--- src/rtl/rxs_pkg.sv ---
package rxs_pkg;

    localparam int FLAG_N = 6;
    localparam int B_PE   = 0;
    localparam int B_FE   = 1;
    localparam int B_NF   = 2;
    localparam int B_OR   = 3;
    localparam int B_IDLE = 4;
    localparam int B_FULL = 5;

    typedef logic [FLAG_N-1:0] flags_t;

    typedef enum logic {
        SEQ_IDLE  = 1'b0,
        SEQ_ARMED = 1'b1
    } seq_state_t;

    typedef enum logic {
        IDL_ARMED  = 1'b0,
        IDL_LOCKED = 1'b1
    } idl_state_t;

endpackage

--- src/rtl/rxs_clear_seq.sv ---
module rxs_clear_seq
    import rxs_pkg::*;
(
    input  logic   clk,
    input  logic   rst_n,
    input  logic   stat_acc,
    input  logic   data_rd,
    input  flags_t flags,
    output flags_t clr_mask,
    output logic   armed
);

    seq_state_t state_q, state_d;
    flags_t     snap_q;

    // next-state selection
    always_comb begin
        state_d = state_q;
        unique case (state_q)
            SEQ_IDLE: begin
                if (stat_acc) state_d = SEQ_ARMED;
            end
            SEQ_ARMED: begin
                if (stat_acc)     state_d = SEQ_ARMED;
                else if (data_rd) state_d = SEQ_IDLE;
            end
        endcase
    end

    // state and snapshot registers
    always_ff @(posedge clk or negedge rst_n) begin
        if (!rst_n) begin
            state_q <= SEQ_IDLE;
            snap_q  <= '0;
        end else begin
            state_q <= state_d;
            if (stat_acc) snap_q <= flags;
        end
    end

    // outputs
    always_comb begin
        armed    = (state_q == SEQ_ARMED);
        clr_mask = (armed && data_rd) ? snap_q : '0;
    end

endmodule

--- src/rtl/rxs_idle_gate.sv ---
module rxs_idle_gate
    import rxs_pkg::*;
(
    input  logic clk,
    input  logic rst_n,
    input  logic idle_ev,
    input  logic word_load,
    output logic idle_set,
    output logic locked
);

    idl_state_t state_q, state_d;

    always_comb begin
        state_d = state_q;
        unique case (state_q)
            IDL_ARMED: begin
                if (idle_ev && !word_load) state_d = IDL_LOCKED;
            end
            IDL_LOCKED: begin
                if (word_load) state_d = IDL_ARMED;
            end
        endcase
    end

    always_ff @(posedge clk or negedge rst_n) begin
        if (!rst_n) state_q <= IDL_ARMED;
        else        state_q <= state_d;
    end

    always_comb begin
        locked   = (state_q == IDL_LOCKED);
        idle_set = idle_ev && (state_q == IDL_ARMED);
    end

endmodule

--- src/rtl/rxs_flag_bank.sv ---
module rxs_flag_bank
    import rxs_pkg::*;
#(
    parameter int DATA_W = 8
) (
    input  logic              clk,
    input  logic              rst_n,
    input  logic              word_ev,
    input  logic [DATA_W-1:0] word_data,
    input  logic              q_noise,
    input  logic              q_frame,
    input  logic              q_parity,
    input  logic              idle_set,
    input  flags_t            clr_mask,
    output flags_t            flags,
    output logic [DATA_W-1:0] rx_data,
    output logic              word_load
);

    flags_t flags_q, set_vec;
    logic   full_eff, overrun;
    logic [DATA_W-1:0] data_q;

    always_comb begin
        full_eff  = flags_q[B_FULL] & ~clr_mask[B_FULL];
        word_load = word_ev & ~full_eff;
        overrun   = word_ev & full_eff;
        set_vec          = '0;
        set_vec[B_FULL]  = word_load;
        set_vec[B_IDLE]  = idle_set;
        set_vec[B_OR]    = overrun;
        set_vec[B_NF]    = word_load & q_noise;
        set_vec[B_FE]    = word_load & q_frame;
        set_vec[B_PE]    = word_load & q_parity;
    end

    always_ff @(posedge clk or negedge rst_n) begin
        if (!rst_n) begin
            flags_q <= '0;
            data_q  <= '0;
        end else begin
            flags_q <= (flags_q & ~clr_mask) | set_vec;
            if (word_load) data_q <= word_data;
        end
    end

    assign flags   = flags_q;
    assign rx_data = data_q;

endmodule

--- src/rtl/rxs_irq_gen.sv ---
module rxs_irq_gen (
    input  logic f_idle,
    input  logic f_full,
    input  logic f_over,
    input  logic f_par,
    input  logic en_idle,
    input  logic en_rx,
    input  logic en_par,
    output logic irq
);

    always_comb begin
        irq = (f_idle & en_idle) | ((f_full | f_over) & en_rx) | (f_par & en_par);
    end

endmodule

--- src/rtl/rx_status_unit.sv ---
module rx_status_unit
    import rxs_pkg::*;
#(
    parameter int DATA_W = 8,
    parameter int STAT_W = 8
) (
    input  logic              clk,
    input  logic              rst_n,
    input  logic              rx_word_i,
    input  logic [DATA_W-1:0] rx_byte_i,
    input  logic              rx_idle_i,
    input  logic              rx_noise_i,
    input  logic              rx_frame_i,
    input  logic              rx_parity_i,
    input  logic              cpu_stat_acc_i,
    input  logic              cpu_data_rd_i,
    input  logic              ie_idle_i,
    input  logic              ie_rx_i,
    input  logic              ie_par_i,
    output logic [STAT_W-1:0] status_o,
    output logic [DATA_W-1:0] rx_data_o,
    output logic              irq_o
);

    localparam int PAD_W = STAT_W - FLAG_N;

    flags_t flags, clr_mask;
    logic   seq_armed, idle_locked, idle_set, word_load;

    rxs_clear_seq u_seq (
        .clk      (clk),
        .rst_n    (rst_n),
        .stat_acc (cpu_stat_acc_i),
        .data_rd  (cpu_data_rd_i),
        .flags    (flags),
        .clr_mask (clr_mask),
        .armed    (seq_armed)
    );

    rxs_idle_gate u_idle (
        .clk       (clk),
        .rst_n     (rst_n),
        .idle_ev   (rx_idle_i),
        .word_load (word_load),
        .idle_set  (idle_set),
        .locked    (idle_locked)
    );

    rxs_flag_bank #(.DATA_W(DATA_W)) u_bank (
        .clk       (clk),
        .rst_n     (rst_n),
        .word_ev   (rx_word_i),
        .word_data (rx_byte_i),
        .q_noise   (rx_noise_i),
        .q_frame   (rx_frame_i),
        .q_parity  (rx_parity_i),
        .idle_set  (idle_set),
        .clr_mask  (clr_mask),
        .flags     (flags),
        .rx_data   (rx_data_o),
        .word_load (word_load)
    );

    rxs_irq_gen u_irq (
        .f_idle  (flags[B_IDLE]),
        .f_full  (flags[B_FULL]),
        .f_over  (flags[B_OR]),
        .f_par   (flags[B_PE]),
        .en_idle (ie_idle_i),
        .en_rx   (ie_rx_i),
        .en_par  (ie_par_i),
        .irq     (irq_o)
    );

    generate
        if (PAD_W > 0) begin : g_pad
            assign status_o = {{PAD_W{1'b0}}, flags};
        end else begin : g_nopad
            assign status_o = flags[STAT_W-1:0];
        end
    endgenerate

endmodule

--- config.mk ---
export PLATFORM = sky130hd
export DESIGN_NAME = rx_status_unit
export DESIGN_NICKNAME = d
export VERILOG_FILES = /design/src/rtl/rxs_pkg.sv /design/src/rtl/rxs_clear_seq.sv /design/src/rtl/rxs_idle_gate.sv /design/src/rtl/rxs_flag_bank.sv /design/src/rtl/rxs_irq_gen.sv /design/src/rtl/rx_status_unit.sv
export SDC_FILE = /design/constraint.sdc
export NUM_CORES = 1
export LEC_CHECK = 0
export BUFFER_PORTS_ARGS = -buffer_cell sky130_fd_sc_hd__buf_2
export CORE_MARGIN = 10
export CORE_UTILIZATION = 35
export CTS_CLUSTER_DIAMETER = 120
export CTS_CLUSTER_SIZE = 14
export DETAILED_ROUTE_END_ITERATION = 8
export GPL_ROUTABILITY_DRIVEN = 0
export PLACE_DENSITY = 0.67
export SLEW_MARGIN = 10
export SYNTH_ARGS = -nofsm -noshare
export SYNTH_HDL_FRONTEND = slang
export SYNTH_SLANG_ARGS = --single-unit
--- constraint.sdc ---
create_clock -name clk -period 1.5 [get_ports clk]
set_input_delay 0.3 -clock clk [delete_from_list [all_inputs] [get_ports clk]]
set_output_delay 0.3 -clock clk [all_outputs]
set_load 0.005 [all_outputs]
After elaboration in Yosys (flattened, before gate mapping)
Cells that the tools add are included.
{"block": "totals", "register_bits": 22, "output_inout_bits": 17, "word_cells": 36}
{"block": "classes", "n_mux": 8, "n_bitwise": 19, "reduce_logical": 4}
{"operator": "1-bit bitwise AND", "count": 9}
{"operator": "6-bit bitwise AND", "count": 1}
{"operator": "6-bit 2-to-1 mux", "count": 1}
{"operator": "6-bit inverter", "count": 1}
{"operator": "6-bit bitwise OR", "count": 1}
{"operator": "1-bit 2-to-1 mux", "count": 5}
{"operator": "1-bit inverter", "count": 4}
{"operator": "1-bit one-hot mux with 2 select lines", "count": 2}
{"operator": "1-bit logical AND", "count": 3}
{"operator": "1-bit bitwise OR", "count": 3}
{"operator": "1-bit logical NOT", "count": 1}

Longest topological paths before layout
{"block": "depth", "word_depth": 10, "ltp_mapped": 4, "depth_no_buf": 3}

Cells and area by module
A second synthesis with hierarchy kept.
{"block": "unflattened", "cells_unflattened": 68, "area_unflattened_um2": 938.4}
{"mod": "rxs_flag_bank", "n_inst": 1, "area_each_um2": 535.5, "seq_area_each_um2": 350.3, "cells_each": 37}
{"mod": "rxs_clear_seq", "n_inst": 1, "area_each_um2": 326.6, "seq_area_each_um2": 175.2, "cells_each": 22}
{"mod": "rxs_idle_gate", "n_inst": 1, "area_each_um2": 41.3, "seq_area_each_um2": 25.0, "cells_each": 3}
{"mod": "rx_status_unit", "n_inst": 1, "area_each_um2": 18.8, "seq_area_each_um2": 0.0, "cells_each": 3}
{"mod": "rxs_irq_gen", "n_inst": 1, "area_each_um2": 16.3, "seq_area_each_um2": 0.0, "cells_each": 3}

Least setup slack after synthesis
No wires, ideal clock.
{"block": "synth_timing", "path_kind": "reg2reg", "start": "register u_seq.state_q, in the netlist u_seq.armed", "end": "register u_bank.data_q[1], in the netlist u_bank.rx_data[1]", "arrival_ns": 1.109, "period_less_slack_ns": 1.234, "setup_ns": 0.125, "path_stages_with_launch": 5, "path_buffers": 1, "slack_ns": 0.266, "path_cell_list": "dfrtp_1 > nand3_2 > a21boi_2 > buf_6 > mux2_4"}
{"block": "synth_between", "elab_chain_cells": 6}
{"item": "start, declared", "line_no": "rxs_clear_seq.sv:13", "rtl": "seq_state_t state_q, state_d;"}
{"item": "start signal, assigned", "line_no": "rxs_clear_seq.sv:36", "rtl": "state_q <= state_d;"}
{"item": "1-bit logical AND", "line_no": "rxs_clear_seq.sv:44", "rtl": "clr_mask = (armed && data_rd) ? snap_q : '0;"}
{"item": "6-bit 2-to-1 mux", "line_no": "rxs_clear_seq.sv:44"}
{"item": "1-bit inverter", "line_no": "rxs_flag_bank.sv:25", "rtl": "full_eff = flags_q[B_FULL] & ~clr_mask[B_FULL];"}
{"item": "1-bit bitwise AND", "line_no": "rxs_flag_bank.sv:25"}
{"item": "1-bit inverter", "line_no": "rxs_flag_bank.sv:26", "rtl": "word_load = word_ev & ~full_eff;"}
{"item": "1-bit bitwise AND", "line_no": "rxs_flag_bank.sv:26"}
{"item": "end signal, assigned", "line_no": "rxs_flag_bank.sv:43", "rtl": "if (word_load) data_q <= word_data;"}
{"item": "end, declared", "line_no": "rxs_flag_bank.sv:22", "rtl": "logic [DATA_W-1:0] data_q;"}
Every way passes these cells.
A chain may end at the register's enable or synchronous reset.

Worst setup path after layout
{"block": "layout_timing", "start": "register u_bank.flags_q[4], in the netlist u_bank.flags[4]", "end": "output irq_o"}
{"block": "layout_between", "elab_chain_cells": 3}
{"item": "start, declared", "line_no": "rxs_flag_bank.sv:20", "rtl": "flags_t flags_q, set_vec;"}
{"item": "start signal, assigned", "line_no": "rxs_flag_bank.sv:42", "rtl": "flags_q <= (flags_q & ~clr_mask) | set_vec;"}
{"item": "1-bit bitwise AND", "line_no": "rxs_irq_gen.sv:13", "rtl": "irq = (f_idle & en_idle) | ((f_full | f_over) & en_rx) | (f_par & en_par);"}
{"item": "1-bit bitwise OR (2 in a row)", "line_no": "rxs_irq_gen.sv:13"}
{"item": "end, declared", "line_no": "rx_status_unit.sv:22", "rtl": "output logic irq_o"}
Every way passes these cells.

==> results <==
- The run finished with clean final reports.
- The number of global-route vias before repair is 740.
- The share of total power dissipated in the clock network is 24.7%.
- The later pin in the worst-skew pair is clocked with a latency of 0.31 ns.
- The number of sinks driven by the clock tree is 22.
- The first-pass GRT wire length is 3480 µm.
- The part of the total power dissipated in sequential elements is 49.7%.
- The maximum fanout along the worst path is 4.
- The horizontal die dimension is 71.8 µm.
- The clock input transition at the sequential cells of the worst setup and hold paths is 0.12 ns.
- Across the whole layout, storage elements account for 552 µm².
- The maximum clock rate is 721 MHz.
- The power density of the placed cells is 1520 nW/µm².
- The final hold violation count is 0.
- Data arrives at the worst endpoint at 1.09 ns.
- In the synthesized netlist the dominant register cell turns out to be sky130_fd_sc_hd__dfrtp_1.
- The most congested layer reported by global routing is met2.
- The region available for standard cell placement spans 2520 µm².
- STA classifies the critical path startpoint as a flip-flop.
- The path class of the tightest hold or removal check is input pin to flip-flop.
- The path type of the worst setup path is flip-flop to output pin.
- In this run, synthesis produced a sequential element count of 22.
- The total leakage power is 0.587 nW.
- The cell-internal power is 1.34 mW.
- The final net count is 124.
- VDD sags by at most 0.695 mV.
- STA classifies the critical path endpoint as an output pin.
- In the final timing run, aggregate negative setup slack is 0 ns.
- The mapped netlist covers 940 µm².
- Summing all placed instances gives a cell area of 1110 µm².
- For this run the aggregate overflow at the end of global routing stands at 0.
- The count of unresolved DRC violations after routing is 0.
- Walking the worst path, the cells encountered are a22oi_2 > nand2_1 > buf_2.
- The worst path in the final design needs a cycle of 1.39 ns, including I/O delays and setup.
- Cells fill 47.2% of the core in the end.
- For this run, the detailed router's first-pass iteration total came to 6.
- The worst path uses 92.5% of the clock period.
- Setup violations remaining at the end of the flow were counted as 0.
- The number of nets with antenna violations after detailed routing is 0.
- In this run switching power makes up 25.8% of total power.
- For this run, global-route usage on met3 was measured as 3.72%.
- The area of all placed cells without fillers is 1190 µm².
- Max-cap violations in this run came to 0.
- The wire length after detailed routing is 2000 µm.
- The clock tree from TritonCTS is done.
- The initial utilization of the core area, before any placement, comes to 37.3%.
- The met1 usage is 9.03%.
- The area of the multi-input gates is 330 µm².
- The final number of max-transition violations came to 0.
- After synthesis, the share of flip-flops with an asynchronous set or reset is 100%.
- Counting along the longest clock path gives a buffer depth of 2.
- The y dimension of the die is 71.8 µm.
- The share of cells above drive strength 1 is 64.1%.
- The global routing usage on met2 is 13.5%.
- In this design, the stage delay of the slowest critical-path cell is 0.44 ns.
- The initial antenna violation count was 0.
- The number of antenna diodes is 0.
- The number of enable flip-flop cells after synthesis is 0.
- The count of buffer and inverter cells on the critical path is 1.
- The port buffer count is 34.
- The cell with the largest stage delay on the worst path is sky130_fd_sc_hd__dfrtp_1.
- The net switching power is 0.467 mW.
- The layout has 244 filler cells.
- The data required time at the worst endpoint is 1.20 ns.
- The synthesized instance count is 67.
- The average detailed-routed wire length per instance is 15.0 µm.
- The floorplan has 18 rows.
- On the critical path the largest part of the delay comes from flip-flops.
- The final route contains 629 vias.
- The die area is 5160 µm².
- The placed wire-length estimate after detailed placement is 1630 µm.
- In this run the number of H-tree levels came out at 1.
- The global-route usage over all layers is 8.14%.
- Relative to the synthesized area, the layout overhead comes to 26.6%.
- The average footprint of a synthesized cell is 14.0 µm².
- The worst clock skew is 0.00394 ns.
- The sequential share of the synthesized area is 58.6%.
- Setup repair after global routing left no endpoint under its margin.
- The Yosys step of the flow raised 0 warnings.
- Per report_power, the combinational group accounts for 25.6% of the total.
- The number of clock buffers inserted by TritonCTS is 3.
- For this block, the initial DRC count from the detailed router was 8.
- The per-cell via count in the routed design is 4.73.
- CTS placed an instance of sky130_fd_sc_hd__clkbuf_4 at the clock tree root.
- 37 I/O pins were placed.
- The count of different cell masters after synthesis is 19.
- Entering global routing, the biggest net connects 23 pins.
==> cells by family after synthesis <==
family | after synthesis | share of synthesized area, %
DFF | 22 | 58.6
muxes | 14 | 19.2
AOI/OAI and AO/OA | 10 | 9.59
and+or+nand+nor | 10 | 5.06
buffers and inverters | 10 | 7.19
other | 1 | 0.399
==> worst paths after layout <==
check / start / end / slack (ns) / cells after the start
max in group asynchronous: rst_n / u_bank.flags[5] / 0.70 / 2
setup / recovery: u_bank.flags[4] / irq_o / 0.11 / 3
min in group asynchronous: rst_n / u_bank.flags[3] / 0.47 / 2
hold reg to reg: u_idle.locked / u_idle.locked / 0.51 / 2
hold / removal: rx_word_i / u_bank.flags[5] / 0.20 / 2
setup reg to reg: u_bank.flags[5] / u_bank.rx_data[7] / 0.14 / 4
==> metal layers <==
| layer | routed length, µm | part of all wire (%) | vias up |
|---|---|---|---|
| met2 | 975 | 49 | 22 |
| met4 | 19 | 0.95 | 0 |
| met5 | 0 | 0 | - |
| li1 | - | - | 293 |
| met3 | 185 | 9.3 | 2 |
| met1 | 818 | 41 | 312 |
==> synth_stat cells, types with 2 or more instances <==
cell type,count,area share [%]
sky130_fd_sc_hd__a21o_2,2,1.9
sky130_fd_sc_hd__a22o_2,3,3.2
sky130_fd_sc_hd__buf_4,6,4.8
sky130_fd_sc_hd__dfrtp_1,22,59
sky130_fd_sc_hd__inv_1,2,0.80
sky130_fd_sc_hd__mux2_2,8,9.6
sky130_fd_sc_hd__mux2_4,6,9.6
sky130_fd_sc_hd__nand2_1,6,2.4
sky130_fd_sc_hd__nor2_1,2,0.80
==> placed cells by master (no fill, tap or decap) <==
cell                            instances
sky130_fd_sc_hd__dfrtp_2                1
sky130_fd_sc_hd__buf_4                  4
sky130_fd_sc_hd__mux2_2                 8
sky130_fd_sc_hd__mux2_4                 6
sky130_fd_sc_hd__a32o_1                 1
sky130_fd_sc_hd__a22o_2                 3
sky130_fd_sc_hd__conb_1                 2
sky130_fd_sc_hd__a22o_1                 1
sky130_fd_sc_hd__inv_1                  2
sky130_fd_sc_hd__nand3_2                1
sky130_fd_sc_hd__buf_2                 34
sky130_fd_sc_hd__a21boi_2               1
sky130_fd_sc_hd__dfrtp_1               21
sky130_fd_sc_hd__and2_2                 1
sky130_fd_sc_hd__bufinv_16              1
sky130_fd_sc_hd__dlygate4sd3_1          1
sky130_fd_sc_hd__a22oi_2                1
sky130_fd_sc_hd__nand2_1                6
sky130_fd_sc_hd__nor2_1                 2
sky130_fd_sc_hd__o21ai_1                1
sky130_fd_sc_hd__clkbuf_4               3
sky130_fd_sc_hd__a21o_2                 2
==> metrics by stage <==
| step | cells | hold WS, ns | worst slack [ns] | power (mW) |
|---|---|---|---|---|
| 3_5_place_dp | 126 | 0.298 | 0.165 | 1.37 |
| 6_report | 133 | 0.198 | 0.112 | 1.81 |
| 3_3_place_gp | 126 | 0.286 | 0.203 | 1.34 |
| 2_1_floorplan | 68 | 0.00441 | 0.266 | 1.19 |
| 5_1_grt | 133 | 0.192 | 0.00936 | 1.94 |
| 4_1_cts | 131 | 0.180 | 0.0179 | 1.83 |
==> cell type report <==
class                           count  area share, %
Inverter                            2          0.631
Clock inverter                      1           2.52
Tap cell                           30           3.15
Sequential cell                    22           46.4
Clock buffer                        3           1.89
Multi-Input combinational cell     36           27.8
Timing Repair Buffer               39           17.7
==> power by group through the flow <==
stage / combinational [mW] / clock [mW] / sequential [mW]
after floorplan: 0.300 / 0 / 0.889
after global placement: 0.448 / 0 / 0.895
after detailed placement: 0.464 / 0 / 0.910
after CTS: 0.466 / 0.466 / 0.897
after global routing: 0.515 / 0.491 / 0.932
final: 0.463 / 0.446 / 0.898
==> worst register-to-register path, cell delays in order, from the launching register on <==
cell	delay [ns]
sky130_fd_sc_hd__dfrtp_2	0.46
sky130_fd_sc_hd__buf_4	0.15
sky130_fd_sc_hd__a21boi_2	0.13
sky130_fd_sc_hd__buf_4	0.18
sky130_fd_sc_hd__mux2_2	0.34
==> registers in the layout (all words and copies together), names as in the netlist <==
| name | flops |
|---|---|
| u_bank.flags | 6 |
| u_seq.snap_q | 6 |
| u_bank.rx_data | 8 |
| u_seq.armed | 1 |
| u_idle.locked | 1 |
==> timing repair <==
item	4_1_cts	5_1_grt
gates resized for setup	0	3
hold buffers	1	0
endpoints found under the hold margin	22	0
setup buffers	0	2
endpoints found under the setup margin	0	1
Note: power is estimated with default switching activity, not from simulation.
